--- src/rtl/cos_pkg.sv ---
package cos_pkg;
  localparam int unsigned N_GRP    = 6;
  localparam int unsigned GRP_W    = 8;
  localparam int unsigned N_IN     = N_GRP * GRP_W;
  localparam int unsigned ADDR_W   = 3;
  localparam int unsigned DATA_W   = 8;
  localparam logic [ADDR_W-1:0] CTRL_ADDR = 3'd7;
  localparam logic [ADDR_W-1:0] HOLE_ADDR = 3'd3;

  // offsets 0..2 map to groups 0..2, offsets 4..6 to groups 3..5
  function automatic int unsigned addr_to_grp(logic [ADDR_W-1:0] a);
    return (a < HOLE_ADDR) ? int'(a) : int'(a) - 1;
  endfunction
endpackage

--- src/rtl/cos_sync.sv ---
module cos_sync #(
  parameter int unsigned W = 48
) (
  input  logic         clk_i,
  input  logic         rst_ni,
  input  logic [W-1:0] din_i,
  output logic [W-1:0] sync_o,
  output logic [W-1:0] chg_o
);
  logic [W-1:0] s1_q, s2_q, prev_q;

  always_ff @(posedge clk_i or negedge rst_ni) begin
    if (!rst_ni) begin
      s1_q   <= '0;
      s2_q   <= '0;
      prev_q <= '0;
    end else begin
      s1_q   <= din_i;
      s2_q   <= s1_q;
      prev_q <= s2_q;
    end
  end

  assign sync_o = s2_q;
  assign chg_o  = s2_q ^ prev_q;

  logic [1:0] warm_q;
  always_ff @(posedge clk_i or negedge rst_ni) begin
    if (!rst_ni)              warm_q <= '0;
    else if (warm_q != 2'd3)  warm_q <= warm_q + 2'd1;
  end

  assert_sync_latency_R3: assert property (@(posedge clk_i) disable iff (!rst_ni)
    (warm_q == 2'd3) |-> (sync_o == $past(din_i, 2)));
endmodule

--- src/rtl/cos_grp_detect.sv ---
module cos_grp_detect #(
  parameter int unsigned N_GRP = 6,
  parameter int unsigned GRP_W = 8,
  localparam int unsigned W = N_GRP * GRP_W
) (
  input  logic [W-1:0]     chg_i,
  output logic [N_GRP-1:0] hit_o
);
  for (genvar g = 0; g < N_GRP; g++) begin : g_grp
    assign hit_o[g] = |chg_i[g*GRP_W +: GRP_W];
  end
endmodule

--- src/rtl/cos_status.sv ---
module cos_status #(
  parameter int unsigned N_GRP = 6
) (
  input  logic             clk_i,
  input  logic             rst_ni,
  input  logic [N_GRP-1:0] hit_i,
  input  logic             ack_i,
  input  logic             en_wr_i,
  input  logic [N_GRP-1:0] en_wdata_i,
  output logic [N_GRP-1:0] status_o,
  output logic             irq_o
);
  logic [N_GRP-1:0] en_q, stat_q, stat_d, keep, set;

  assign keep   = ack_i ? '0 : stat_q;
  assign set    = hit_i & en_q;
  assign stat_d = (keep | set) & (en_wr_i ? en_wdata_i : '1);

  always_ff @(posedge clk_i or negedge rst_ni) begin
    if (!rst_ni) begin
      en_q   <= '0;
      stat_q <= '0;
    end else begin
      if (en_wr_i) en_q <= en_wdata_i;
      stat_q <= stat_d;
    end
  end

  assign status_o = stat_q;
  assign irq_o    = |stat_q;

  assert_disabled_clear_R7: assert property (@(posedge clk_i) disable iff (!rst_ni)
    (stat_q & ~en_q) == '0);
  assert_ack_clears_R9: assert property (@(posedge clk_i) disable iff (!rst_ni)
    (ack_i && !en_wr_i && (set == '0)) |=> (stat_q == '0));
  assert_sticky_R9: assert property (@(posedge clk_i) disable iff (!rst_ni)
    (!ack_i && !en_wr_i) |=> ((stat_q & $past(stat_q)) == $past(stat_q)));
  assert_latch_change_R6: assert property (@(posedge clk_i) disable iff (!rst_ni)
    !en_wr_i |=> ((stat_q & $past(hit_i & en_q)) == $past(hit_i & en_q)));
endmodule

--- src/rtl/cos_irq_ctrl.sv ---
module cos_irq_ctrl
  import cos_pkg::*;
(
  input  logic              clk_i,
  input  logic              rst_ni,
  input  logic [ADDR_W-1:0] addr_i,
  input  logic              rd_i,
  input  logic              wr_i,
  input  logic [DATA_W-1:0] wdata_i,
  output logic [DATA_W-1:0] rdata_o,
  input  logic [N_IN-1:0]   din_i,
  output logic              irq_o
);
  logic [N_IN-1:0]  sync, chg;
  logic [N_GRP-1:0] hit, status;
  logic             ack, en_wr, irq;
  logic             unused_wdata;

  assign unused_wdata = ^wdata_i[DATA_W-1:N_GRP];
  assign ack   = rd_i && (addr_i == CTRL_ADDR);
  assign en_wr = wr_i && (addr_i == CTRL_ADDR);

  cos_sync #(.W(N_IN)) i_sync (
    .clk_i, .rst_ni, .din_i, .sync_o(sync), .chg_o(chg)
  );

  cos_grp_detect #(.N_GRP(N_GRP), .GRP_W(GRP_W)) i_detect (
    .chg_i(chg), .hit_o(hit)
  );

  cos_status #(.N_GRP(N_GRP)) i_status (
    .clk_i, .rst_ni, .hit_i(hit), .ack_i(ack), .en_wr_i(en_wr),
    .en_wdata_i(wdata_i[N_GRP-1:0]), .status_o(status), .irq_o(irq)
  );

  assign irq_o = irq;

  always_comb begin
    if (addr_i == CTRL_ADDR)
      rdata_o = {1'b0, ~irq, status};
    else if (addr_i == HOLE_ADDR)
      rdata_o = '0;
    else
      rdata_o = sync[addr_to_grp(addr_i)*GRP_W +: GRP_W];
  end

  assert_irq_matches_status_R10: assert property (@(posedge clk_i) disable iff (!rst_ni)
    (rd_i && addr_i == CTRL_ADDR) |-> (rdata_o[6] == !irq_o && !rdata_o[7]));
endmodule

--- config.mk ---
export PLATFORM = sky130hd
export DESIGN_NAME = cos_irq_ctrl
export DESIGN_NICKNAME = d
export VERILOG_FILES = /design/src/rtl/cos_pkg.sv /design/src/rtl/cos_sync.sv /design/src/rtl/cos_grp_detect.sv /design/src/rtl/cos_status.sv /design/src/rtl/cos_irq_ctrl.sv
export SDC_FILE = /design/constraint.sdc
export NUM_CORES = 1
export LEC_CHECK = 0
export CORE_ASPECT_RATIO = 1.2
export CORE_MARGIN = 8
export CORE_UTILIZATION = 55
export CTS_CLUSTER_DIAMETER = 60
export DETAILED_ROUTE_END_ITERATION = 10
export DONT_BUFFER_PORTS = 1
export PLACE_DENSITY = 0.76
export SLEW_MARGIN = 20
export SYNTH_ARGS = -nofsm -noshare
export SYNTH_HDL_FRONTEND = slang
export SYNTH_SLANG_ARGS = --single-unit
--- constraint.sdc ---
create_clock -name clk_i -period 1.9 [get_ports clk_i]
set_input_delay 0.19 -clock clk_i [delete_from_list [all_inputs] [get_ports clk_i]]
set_output_delay 0.19 -clock clk_i [all_outputs]
set_load 0.01 [all_outputs]
After elaboration in Yosys (flattened, before gate mapping)
Cells that the tools add are included.
{"block": "totals", "reg_bits": 156, "in_bits": 63, "output_inout_bits": 9, "wordCells": 29}
{"block": "op_classes", "addsub": 1, "order_cmp": 1, "eq_ne": 2, "shifts": 1, "mux": 5, "bitwise": 5, "reduce_logical": 9}
{"cell": "$reduce_or 8->1", "n": 6}
{"cell": "$shiftx 48x33->8", "n": 1}
{"cell": "$xor 48x48->48", "n": 1}
{"cell": "$mux 29", "n": 1}
{"cell": "$mux 8", "n": 2}
{"cell": "$and 6x6->6", "n": 2}
{"cell": "$mux 6", "n": 2}
{"cell": "$or 6x6->6", "n": 1}
{"cell": "$reduce_or 6->1", "n": 1}
{"cell": "$sub 3x1->4 const B", "n": 1}
{"cell": "$eq 3x2->1 const B", "n": 1}
{"cell": "$eq 3x3->1 const B", "n": 1}
{"cell": "$lt 3x2->1 const B", "n": 1}
{"cell": "$logic_and 1x1->1", "n": 2}
{"cell": "$not 1->1", "n": 1}

Depth between registers and ports, before layout
Gate-level depths: netlist of run 1.
{"block": "logic_depth", "ltp_word": 5, "depth_mapped": 9, "mapped_depth_nobuf": 6}

Cells and area by module
A second synthesis of run 1 with hierarchy kept.
{"block": "unflattened", "hier_cells": 421, "area_unflattened_um2": 5871.9}
{"mod": "cos_sync", "instances": 1, "cells_per_inst": 192, "area_per_inst_um2": 4023.9, "seq_area_each_um2": 3603.5}
{"mod": "cos_irq_ctrl", "instances": 1, "cells_per_inst": 165, "area_per_inst_um2": 1214.9, "seq_area_each_um2": 0.0}
{"mod": "cos_status", "instances": 1, "cells_per_inst": 46, "area_per_inst_um2": 535.5, "seq_area_each_um2": 300.3}
{"mod": "cos_grp_detect", "instances": 1, "cells_per_inst": 18, "area_per_inst_um2": 97.6, "seq_area_each_um2": 0.0}

Worst setup path before layout of run 1
No wires, ideal clock.
{"block": "synth_timing", "path_type": "in2out", "from": "input port addr_i[0]", "to": "output port rdata_o[2]", "arrival_time_ns": 1.849, "required_ns": 1.710, "path_slack_ns": -0.139, "cell_stages": 9, "n_path_buf": 3, "path_cell_list": "buf_2 -> inv_1 -> ha_1 -> buf_2 -> buf_2 -> mux2i_1 -> a2bb2oi_1 -> o211a_1 -> a2111o_1"}
{"block": "synth_between", "elab_chain_cells": 5, "elab_cells_between_ends": 8, "cone_classes": "add/sub (1); order compare (1); eq/ne (2); shift (1); mux (3)"}
{"item": "start: declaration", "line_no": "cos_irq_ctrl.sv:6", "rtl": "input logic [ADDR_W-1:0] addr_i,"}
{"item": "$sub 3x1->4 or $lt 3x2->1 (tied branches)", "line_no": "cos_pkg.sv:12", "rtl": "return (a < HOLE_ADDR) ? int'(a) : int'(a) - 1;"}
{"item": "$mux 29", "line_no": "cos_pkg.sv:12"}
{"item": "$shiftx 48x33->8", "line_no": "cos_irq_ctrl.sv:44", "rtl": "rdata_o = sync[addr_to_grp(addr_i)*GRP_W +: GRP_W];"}
{"item": "$mux 8", "line_no": "cos_irq_ctrl.sv:41", "rtl": "else if (addr_i == HOLE_ADDR)"}
{"item": "$mux 8 *", "line_no": "cos_irq_ctrl.sv:39", "rtl": "if (addr_i == CTRL_ADDR)"}
{"item": "end: declaration", "line_no": "cos_irq_ctrl.sv:10", "rtl": "output logic [DATA_W-1:0] rdata_o,"}
Every way passes the cells marked *; elsewhere a longest branch is shown, timed or not.

Worst setup path after layout of run 1
{"block": "layout_timing", "from": "register i_sync.s2_q[5] (netlist: i_sync.sync_o[5])", "to": "output port rdata_o[5]"}
{"block": "layout_between", "elab_chain_cells": 3}
{"item": "start: declaration", "line_no": "cos_sync.sv:10", "rtl": "logic [W-1:0] s1_q, s2_q, prev_q;"}
{"item": "start signal: assignment", "line_no": "cos_sync.sv:19", "rtl": "s2_q <= s1_q;"}
{"item": "$shiftx 48x33->8", "line_no": "cos_irq_ctrl.sv:44"}
{"item": "$mux 8", "line_no": "cos_irq_ctrl.sv:41"}
{"item": "$mux 8", "line_no": "cos_irq_ctrl.sv:39"}
Every way passes these cells.

==> results of run 1 <==
==> kinds of logic (layout without fill, tap and decap cells) <==
kind of cell | after synthesis | in the layout
buffers and inverters | 13 | 96
XOR/XNOR | 48 | 48
adder cells (fa/ha/maj) | 2 | 2
AND/OR/NAND/NOR | 63 | 63
AO/OA/AOI/OAI | 74 | 74
flip-flops | 156 | 156
multiplexers | 16 | 16
==> cell type report <==
type	instances	area, sq um	share of cell area
flip-flops and latches	156	3910	0.574
multi-input cells	203	1540	0.226
repair buffers	62	601	0.0883
clock buffers	18	439	0.0645
clock inverters	14	159	0.0234
well taps	126	158	0.0232
inverters	2	7.51	0.00110
==> cells in the mapped netlist (all sizes together), types with 6 or more instances <==
cell | instances | area [sq um]
a21oi | 20 | 100
a2bb2oi | 8 | 70.1
buf | 10 | 67.6
dfrtp | 156 | 3900
xnor2 | 48 | 420
o211a | 7 | 70.1
a2111o | 6 | 67.6
mux2 | 6 | 67.6
nand2 | 13 | 56.3
nand3 | 13 | 70.1
nor2 | 9 | 33.8
nand4 | 12 | 75.1
o21ai | 22 | 125
mux2i | 10 | 100
==> worst max-delay path: stages (launching register included) <==
cell and delay, ps:
dfrtp_2 430, mux2i_1 160, a2bb2oi_1 90, o211a_1 130, a2111o_1 460
==> placed cells by master, fill, tap and decap left out, types with 2 or more instances in the layout <==
master           n
a2111o_1         6
nor2_1           9
nor3b_2          2
dfrtp_1        155
o21ai_1          2
inv_1            2
buf_4            8
nand2b_1         2
nor2b_1          3
a21o_1           2
nand3b_1         2
a21oi_1         20
inv_6            6
clkinv_2         2
bufinv_16        2
nand3_1         12
xnor2_1         48
o211a_1          7
mux2_2           6
o21ai_0         18
nand4_1         12
dlygate4sd3_1   54
clkbuf_16       17
nand2_1         11
mux2i_1         10
a2bb2oi_1        8
clkinv_4         2
==> worst paths after layout <==
check / from / endpoint / cells past startpoint
worst max-delay path: i_sync.sync_o[5] / rdata_o[5] / 4
worst min-delay path: rst_ni / i_sync.s1_q[29] / 0
worst max register to register: i_sync.sync_o[21] / i_status.status_o[2] / 5
worst min register to register: i_sync.s1_q[17] / i_sync.sync_o[17] / 0
max in group asynchronous: rst_ni / i_sync.sync_o[33] / 0
min in group clk_i: rd_i / i_status.status_o[0] / 3
==> state kept, by name, indices dropped and copies added, names as in the netlist <==
signal	cells
i_status.en_q	6
i_status.status_o	6
i_sync.prev_q	48
i_sync.s1_q	48
i_sync.sync_o	48
==> repair_timing <==
item | 4_1_cts | 5_1_grt
endpoints found under the hold margin | 216 | 156
setup buffers | 0 | 2
gates cloned | 0 | 0
pin swaps | 1 | 6
setup endpoints to repair | 2 | 8
gates resized for setup | 2 | 8
==> metal layers <==
layer  vias up  routed length (um)  GRT usage
li1       1450                   -          -
met1      1604                4450      0.214
met2        86                5460      0.270
met3        10                 640     0.0529
met4         0                 157     0.0813
met5         -                   0          0
==> stage by stage <==
stage	cell area, sq um	hold slack [ps]	power (uW)	instances
detailed placement	5620	-99.2	4150	493
finish	6800	-523	7550	581
floorplan	5490	-106	4040	372
global route	6800	-547	7840	581
global placement	5620	-101	4120	493
CTS	6770	-548	7620	579
==> where the power goes <==
group,switching (uW),internal [uW]
Combinational,231,304
Clock,1350,2000
Sequential,140,3530
Total,1720,5830
==> flow_summary_export.csv, run 1 <==
group,metric,value,unit
status,outcome,"finished with violations",
status,violations,"hold timing",
synth,synth-compound-area-share,0.0979,
synth,syn-num-nets,437,
sta,period_minus_slack,1870,ps
floorplan,core_area,9860,sq um
final_layout,finalNetCount,507,
drt,drt-initial-drc-count,196,
floorplan,die_area,13400,sq um
placed_design,dp_slack,22.6,ps
clock_network,clkTransAtPathRegs,60,ps
synth,synth_fa_ha_area_frac,0.00456,
grt,antenna_found_initial,0,
synth,synth-simple-area-share,0.0643,
setup_path,ff2ff_setup_slack,710,ps
sta,max_clock_freq,534,MHz
sta,setup_viol,0,
synth,synth_cells,372,
drt,drt-wirelength-per-cell,18.4,um
drt,via_per_inst,5.42,
final_layout,final_util,0.690,
floorplan,die_h,125,um
hold_path,hold_path_class,"in2async",
grt,track_usage,0.173,
final_layout,drive_above_1_share,0.132,
placed_design,portBuffers,0,
floorplan,rows,40,
placed_design,dp_hpwl,7070,um
placed_design,gp_congestion,0.970,
final_layout,num_antenna_cells,0,
synth,synth.mux.area_fraction,0.0306,
clock_network,cts_buffer_depth,2,
sta,rsz0062_at_grt,"yes",
pwr,peakVddDrop,0.000739,V
setup_path,start_kind,"flop",
drt,drc,0,
setup_path,cp_max_fo,4,
drt,wl,10700,um
synth,synth_xor_area_frac,0.0766,
final_layout,area_delta_synth_final,24.0,%
sta,hold_violations,156,
sta,fin_skew,6.18,ps
synth,synthFlopType,"dfrtp_1",
job,maxCapViolCount,0,
grt,grt_pass1_vias,3394,
sta,setup_ws,26.7,ps
clock_network,htreeDepth,4,
sta,finalCritPeriodShare,0.986,
sta,timing.setup.tns,0,ps
synth,ys_types,43,
synth,synth-seq-cells,156,
synth,synth_edf_count,0,
setup_path,crit_required,1710,ps
sta,maxSlewViolCount,0,
clock_network,cts_made_buffers,17,
drt,postRouteAntennaNets,0,
grt,grt_pass1_wl,17700,um
synth,synth_top_family_by_area,"compound AO/OA/AOI/OAI gates",
clock_network,hold_buffers,54,
synth,synth.cell_area,5490,sq um
floorplan,die_w,107,um
drt,vias,3150,
pwr,leakage,0.00295,uW
sta,tightestPinTransition,505,ps
floorplan,start_util,0.556,
floorplan,num_io_pins,72,
setup_path,cp_data_arrival_time,1680,ps
final_layout,fillers,633,
pwr,power_density,1110,nW/um^2
setup_path,worstSetupPathType,"reg2out",
synth,yosys_warnings,0,
setup_path,end_kind,"output port",
grt,grt_max_degree,157,
clock_network,root_buffer,"clkbuf_16",
synth,yosysSeqAreaShare,0.712,
sta,slew-limit-headroom,0.663,
sta,hold_ws,-523,ps
drt,drt_pre_antenna_iters,4,
synth,avgSynthCellArea,14.7,sq um
grt,overflow,0,
clock_network,cts.sinks,156,
synth,synthArstFlopShare,1.00,
clock_network,clk-insertion-delay-late,420,ps
clock_network,cts_tree,"yes",
(Power assumes the default switching activity.)
==> inputs of run 2 (changes only) <==
--- a/config.mk
+++ b/config.mk
@@ -5,13 +5,14 @@
 export SDC_FILE = /design/constraint.sdc
 export NUM_CORES = 1
 export LEC_CHECK = 0
+export BUFFER_PORTS_ARGS = -buffer_cell sky130_fd_sc_hd__buf_2
 export CORE_ASPECT_RATIO = 1.2
 export CORE_MARGIN = 8
-export CORE_UTILIZATION = 55
+export CORE_UTILIZATION = 51
 export CTS_CLUSTER_DIAMETER = 60
 export DETAILED_ROUTE_END_ITERATION = 10
-export DONT_BUFFER_PORTS = 1
-export PLACE_DENSITY = 0.76
+export GPL_TIMING_DRIVEN = 1
+export PLACE_DENSITY = 0.78
 export SLEW_MARGIN = 20
 export SYNTH_ARGS = -nofsm -noshare
 export SYNTH_HDL_FRONTEND = slang
==> run 2 against run 1 <==
  * The run ends with setup timing left
  * Core utilization increased by 1.1 points
  * Cell area increased by 8.4%
  * Worst hold slack improved by 560 ps
  * Clock power decreased by 9.6%
  * Non-clock buffer count increased by 93
  * Clock skew about the same
  * Setup slack got worse by 42 ps
  * Largest power group unchanged
  * Highest routed layer unchanged
==> flow_summary_export.csv, run 2 (synthesis results as in run 1) <==
group,metric,value,unit
sta,setup_viol,3,
setup_path,ff2ff_setup_slack,540,ps
setup_path,start_kind,"input port",
final_layout,num_antenna_cells,0,
floorplan,core_area,10500,sq um
final_layout,drive_above_1_share,0.308,
grt,grt_pass1_wl,18300,um
clock_network,cts.sinks,156,
clock_network,cts_made_buffers,17,
setup_path,end_kind,"output port",
hold_path,hp-start,"wdata_i[1]",
final_layout,fin_cells,677,
drt,via_per_inst,5.16,
placed_design,gp_congestion,0.887,
hold_path,hold_path_class,"in2reg",
sta,hold_violations,0,
sta,setup_ws,-15.7,ps
setup_path,worstSetupPathType,"in2out",
final_layout,final_util,0.701,
floorplan,die_w,111,um
sta,finalCritPeriodShare,1.01,
clock_network,cts_tree,"yes",
clock_network,clk-insertion-delay-late,410,ps
final_layout,finalNetCount,600,
placed_design,place_area,6100,sq um
sta,max_clock_freq,522,MHz
final_layout,fin_area,7380,sq um
placed_design,place_inst,580,
sta,hold_ws,34.2,ps
hold_path,hold_depth,2,
final_layout,area_delta_synth_final,34.5,%
placed_design,dp_hpwl,7500,um
setup_path,crit_required,1710,ps
sta,rsz0062_at_grt,"yes",
grt,track_usage,0.161,
final_layout,final_common_cell,"dfrtp_1",
sta,fin_skew,5.97,ps
grt,grt_pass1_vias,3713,
clock_network,htreeDepth,4,
clock_network,clkTransAtPathRegs,60,ps
drt,drc,0,
job,maxCapViolCount,0,
floorplan,rows,41,
sta,period_minus_slack,1920,ps
pwr,power_density,1010,nW/um^2
status,outcome,"finished with violations",
setup_path,worstReg2RegStart,"i_sync.sync_o[2]",
sta,tightestPinTransition,574,ps
hold_path,hold_path_end,"i_status.en_q[1]",
setup_path,cp_data_arrival_time,1730,ps
setup_path,rr_endpoint,"i_status.status_o[0]",
sta,maxSlewViolCount,0,
floorplan,start_util,0.522,
setup_path,reg2reg_depth,6,
drt,wl,11100,um
drt,vias,3490,
grt,overflow,0,
drt,drt-initial-drc-count,125,
floorplan,die_h,130,um
status,violations,"setup timing",
sta,slew-limit-headroom,0.616,
drt,postRouteAntennaNets,0,
drt,drt_pre_antenna_iters,4,
clock_network,cts_buffer_depth,2,
pwr,peakVddDrop,0.000677,V
clock_network,root_buffer,"clkbuf_16",
floorplan,die_area,14300,sq um
pwr,leakage,0.00332,uW
placed_design,portBuffers,69,
drt,drt-wirelength-per-cell,16.4,um
grt,grt_max_degree,64,
placed_design,dp_slack,-171,ps
floorplan,num_io_pins,72,
setup_path,cp_max_fo,14,
final_layout,layout_common_cells,"155 x dfrtp_1, 65 x buf_2, 49 x dlygate4sd3_1, 48 x xnor2_1, 33 x buf_4",
grt,antenna_found_initial,0,
run 2: area by class of cell:
cell class,instances,area [sq um]
Clock inverter,12,90.1
Clock buffer,20,457
Inverter,2,7.51
Fill cell,673,3140
Sequential cell,156,3910
Tap cell,129,161
Timing Repair Buffer,155,1160
Multi-Input combinational cell,203,1600
run 2: worst max-delay path, stage by stage:
cell,delay (ps)
clkbuf_4,190
buf_4,190
nor2b_1,220
a2111oi_4,110
buf_4,170
o211a_1,140
a2111o_1,370
buf_2,150
run 2: report_power, final:
part,switching [uW],total (uW),leakage (uW),internal [uW]
registers,131,3660,0.00181,3530
logic,356,775,0.00126,419
clock network,1290,3030,0.000251,1740
run 2: worst max-delay path by stage:
stage	slack (ps)	endpoint	startpoint
floorplan	3	rdata_o[2]	addr_i[0]
global placement	-140	rdata_o[3]	addr_i[0]
detailed placement	-170	rdata_o[3]	addr_i[0]
CTS	-20	rdata_o[6]	i_sync.sync_o[6]
global route	-70	rdata_o[6]	i_sync.sync_o[14]
finish	-20	rdata_o[4]	addr_i[2]
run 2: routing by layer:
metal / vias up / global-route usage / wire [um]
met5: - / 0 / 0
met4: 0 / 0.0732 / 240
met3: 19 / 0.0462 / 492
met2: 102 / 0.266 / 5620
met1: 1748 / 0.194 / 4730
li1: 1621 / - / -
run 2: what timing repair did:
action | in CTS | in global routing
gates cloned | 0 | 0
endpoints found under the hold margin | 99 | 0
setup buffers | 9 | 7
hold buffers | 49 | 0
setup endpoints to repair | 8 | 8
resized for setup | 11 | 24
pin swaps | 7 | 2
run 2: stage by stage:
step	power (uW)	TNS (ps)
2_1_floorplan	4040	0
3_3_place_gp	4300	-793
3_5_place_dp	4330	-901
4_1_cts	7470	-57.8
5_1_grt	7770	-271
6_report	7460	-20.4
==> inputs of run 3 (changes only) <==
--- a/config.mk
+++ b/config.mk
@@ -8,7 +8,7 @@
 export BUFFER_PORTS_ARGS = -buffer_cell sky130_fd_sc_hd__buf_2
 export CORE_ASPECT_RATIO = 1.2
 export CORE_MARGIN = 8
-export CORE_UTILIZATION = 51
+export CORE_UTILIZATION = 52
 export CTS_CLUSTER_DIAMETER = 60
 export DETAILED_ROUTE_END_ITERATION = 10
 export GPL_TIMING_DRIVEN = 1
@@ -16,4 +16,5 @@
 export SLEW_MARGIN = 20
 export SYNTH_ARGS = -nofsm -noshare
 export SYNTH_HDL_FRONTEND = slang
+export SYNTH_HIERARCHICAL = 1
 export SYNTH_SLANG_ARGS = --single-unit
==> run 3 against run 2 <==
  * The flow still finishes with violations (setup timing)
  * Final cell count up 7.8%
  * Clock-buffer cell count down 3
  * Register-to-register slack worse by 240 ps
  * First-iteration DRC count up 61%
  * Global-route usage up 0.68 points
  * Core utilization up 0.29 points
  * Sequential cell count unchanged
  * Total power up 3.1%
  * Synthesized area up 7.0%
==> flow_summary_export.csv, run 3 <==
group,metric,value,unit
setup_path,critPathMaxStageDelay,470,ps
pwr,p_seq_frac,0.477,
sta,fin_skew,6.28,ps
sta,max_clock_freq,513,MHz
synth,ys_types,40,
grt,antenna_found_initial,0,
setup_path,cp_data_arrival_time,1760,ps
drt,drc,0,
clock_network,cts.sinks,156,
floorplan,die_area,15000,sq um
final_layout,final_common_cell,"dfrtp_1",
sta,tightestPinTransition,511,ps
synth,netlist_top_cells_area,"dfrtp_1 66%, xor2_1 7.2%, mux2i_1 6.0%, o21ai_0 1.9%, a2bb2oi_1 1.8%",
status,violations,"setup timing",
clock_network,root_buffer,"clkbuf_16",
clock_network,clkTransAtPathRegs,60,ps
setup_path,path_buf_inv,1,
drt,vias,3845,
hold_path,hold_path_class,"in2reg",
setup_path,worstReg2RegStart,"i_sync/sync_o[32]",
final_layout,final_util,0.704,
sta,timing.setup.tns,-92.5,ps
sta,slew-limit-headroom,0.656,
sta,period_minus_slack,1950,ps
drt,drt_pre_antenna_iters,4,
drt,wl,12100,um
pwr,swShare,0.247,
final_layout,num_antenna_cells,0,
grt,grt_pass1_wl,19500,um
sta,setup_viol,3,
placed_design,dp_hpwl,8060,um
final_layout,fin_cells,730,
clock_network,cts_tree,"yes",
setup_path,cp_max_fo,2,
final_layout,fin_area,7770,sq um
drt,drt-wirelength-per-cell,16.6,um
drt,drt-initial-drc-count,201,
floorplan,rows,42,
final_layout,area_delta_synth_final,32.4,%
pwr,peakVddDrop,0.000593,V
synth,synth_top_area_share,0.665,
grt,grt_util_met1,0.205,
synth,synth-seq-cells,156,
synth,synth.largest_area_cell,"dfrtp_1",
status,outcome,"finished with violations",
grt,met2_usage,0.265,
hold_path,hp-start,"wdata_i[0]",
setup_path,cpLargestDelayFamily,"multiplexers",
final_layout,finalNetCount,650,
clock_network,cts_made_buffers,17,
synth,yosysSeqAreaShare,0.665,
synth,yosys_warnings,6,
clock_network,cts_buffer_depth,2,
placed_design,place_inst,628,
job,maxCapViolCount,0,
sta,finalCritPeriodShare,1.03,
pwr,power_switching,1900,uW
pwr,power_density,990,nW/um^2
clock_network,clk-insertion-delay-late,420,ps
setup_path,cp_cell_sequence,"mux4_2 -> nand2b_4 -> o2111ai_4 -> nand3_2 -> buf_6",
synth,synthFlopType,"dfrtp_1",
setup_path,critPathLaunch,"i_sync/sync_o[6]",
setup_path,start_kind,"flop",
grt,grt_max_degree,57,
setup_path,worstSetupPathType,"reg2out",
final_layout,layout_common_cells,"147 x dfrtp_1, 67 x buf_2, 49 x dlygate4sd3_1, 48 x xor2_1, 39 x buf_4",
pwr,leakage,0.00360,uW
grt,grt.busiest_layer,"met2",
synth,synth_common_cells,"156 x dfrtp_1, 48 x xor2_1, 35 x mux2i_1, 22 x o21ai_0, 21 x nand2_1",
grt,grt_util_met3,0.0591,
floorplan,die_w,113,um
sta,rsz0062_at_grt,"yes",
synth,synth.cell_area,5870,sq um
placed_design,place_area,6470,sq um
drt,via_per_inst,5.27,
placed_design,gp_congestion,0.898,
grt,grt_pass1_vias,4022,
floorplan,num_io_pins,72,
placed_design,portBuffers,69,
synth,yosysMostFrequentCell,"dfrtp_1",
grt,track_usage,0.168,
final_layout,drive_above_1_share,0.298,
clock_network,htreeDepth,4,
synth,syn-num-nets,486,
pwr,p_int,5800,uW
synth,synth_cells,421,
sta,maxSlewViolCount,0,
synth,synthArstFlopShare,1.00,
setup_path,critPathSlowestCell,"mux4_2",
setup_path,end_kind,"output port",
drt,postRouteAntennaNets,0,
grt,overflow,0,
sta,hold_violations,0,
floorplan,start_util,0.532,
floorplan,core_area,11000,sq um
pwr,comb_power_share,0.105,
setup_path,crit_required,1710,ps
synth,avgSynthCellArea,13.9,sq um
pwr,power_frac_clock,0.418,
sta,setup_ws,-48.0,ps
floorplan,die_h,132,um
synth,synth_edf_count,0,
-- run 3: changes by cell type in the layout (fill, tap and decap cells not counted), sizes merged, moves of 10 or more --
| cell | change |
|---|---|
| inv | +13 |
| xnor2 | -48 |
| mux2i | +25 |
| xor2 | +48 |
| nor4 | +12 |
| nand3 | -10 |
-- run 3: cells by family (layout without fill, tap and decap cells) --
group                    after synthesis  in the layout  synth area share
flip-flops                           156            156             0.665
adder cells (fa/ha/maj)                2              2           0.00426
AO/OA/AOI/OAI                         70             70            0.0801
buffers and inverters                 24            201            0.0264
multiplexers                          43             43            0.0795
XOR/XNOR                              48             48            0.0716
AND/OR/NAND/NOR                       78             78            0.0733
-- run 3: worst paths after layout --
path	to	slack [ps]	cells after the start
max	rdata_o[6]	-50	5
min	i_status/en_q[0]	20	2
max reg2reg	i_status/status_o[4]	300	6
min reg2reg	i_sync/sync_o[44]	350	0
max in group asynchronous	i_sync/sync_o[34]	970	3
min in group asynchronous	i_sync/s1_q[24]	280	2
-- run 3: area by class of cell --
type,count,area [sq um]
clock inverter,15,149
clock buffer,17,425
timing repair buffer,160,1200
inverter,9,33.8
fill,724,3260
sequential,156,3920
tap,132,165
multi-input combinational,241,1880
-- run 3: what timing repair did --
action                                  in CTS  in global routing
buffers inserted                             6                 15
hold buffers                                49                  0
hold endpoints to repair                    95                  0
pin swaps                                    3                  9
endpoints found under the setup margin       6                  8
gates cloned                                 0                  0
gates resized for setup                      9                 23
-- run 3: power by group through the flow --
stage	combinational, uW	clock [uW]	sequential [uW]
3_3_place_gp	633	0	3720
5_1_grt	891	3450	3690
2_1_floorplan	401	0	3680
4_1_cts	760	3290	3670
3_5_place_dp	655	0	3730
6_report	811	3210	3670
-- run 3: worst reg2reg max path: stages (launching register included) --
cell and delay (ps):
dfrtp_1 420, buf_4 160, xor2_1 130, nor4_1 480, nand2_1 150, nand2_1 90
a21oi_1 60
-- run 3: stage by stage --
stage	total power, uW	hold slack (ps)	setup slack [ps]
after floorplan	4080	-106	28.7
after global placement	4350	148	28.4
after detailed placement	4390	151	-20.4
after CTS	7720	4.82	-91.5
after global routing	8030	8.66	-126
final	7690	24.5	-48.0
-- run 3: metal layers --
metal	wire length, um	vias to the layer above
met2	5990	125
met3	752	20
li1	-	1799
met4	210	0
met5	0	-
met1	5190	1901
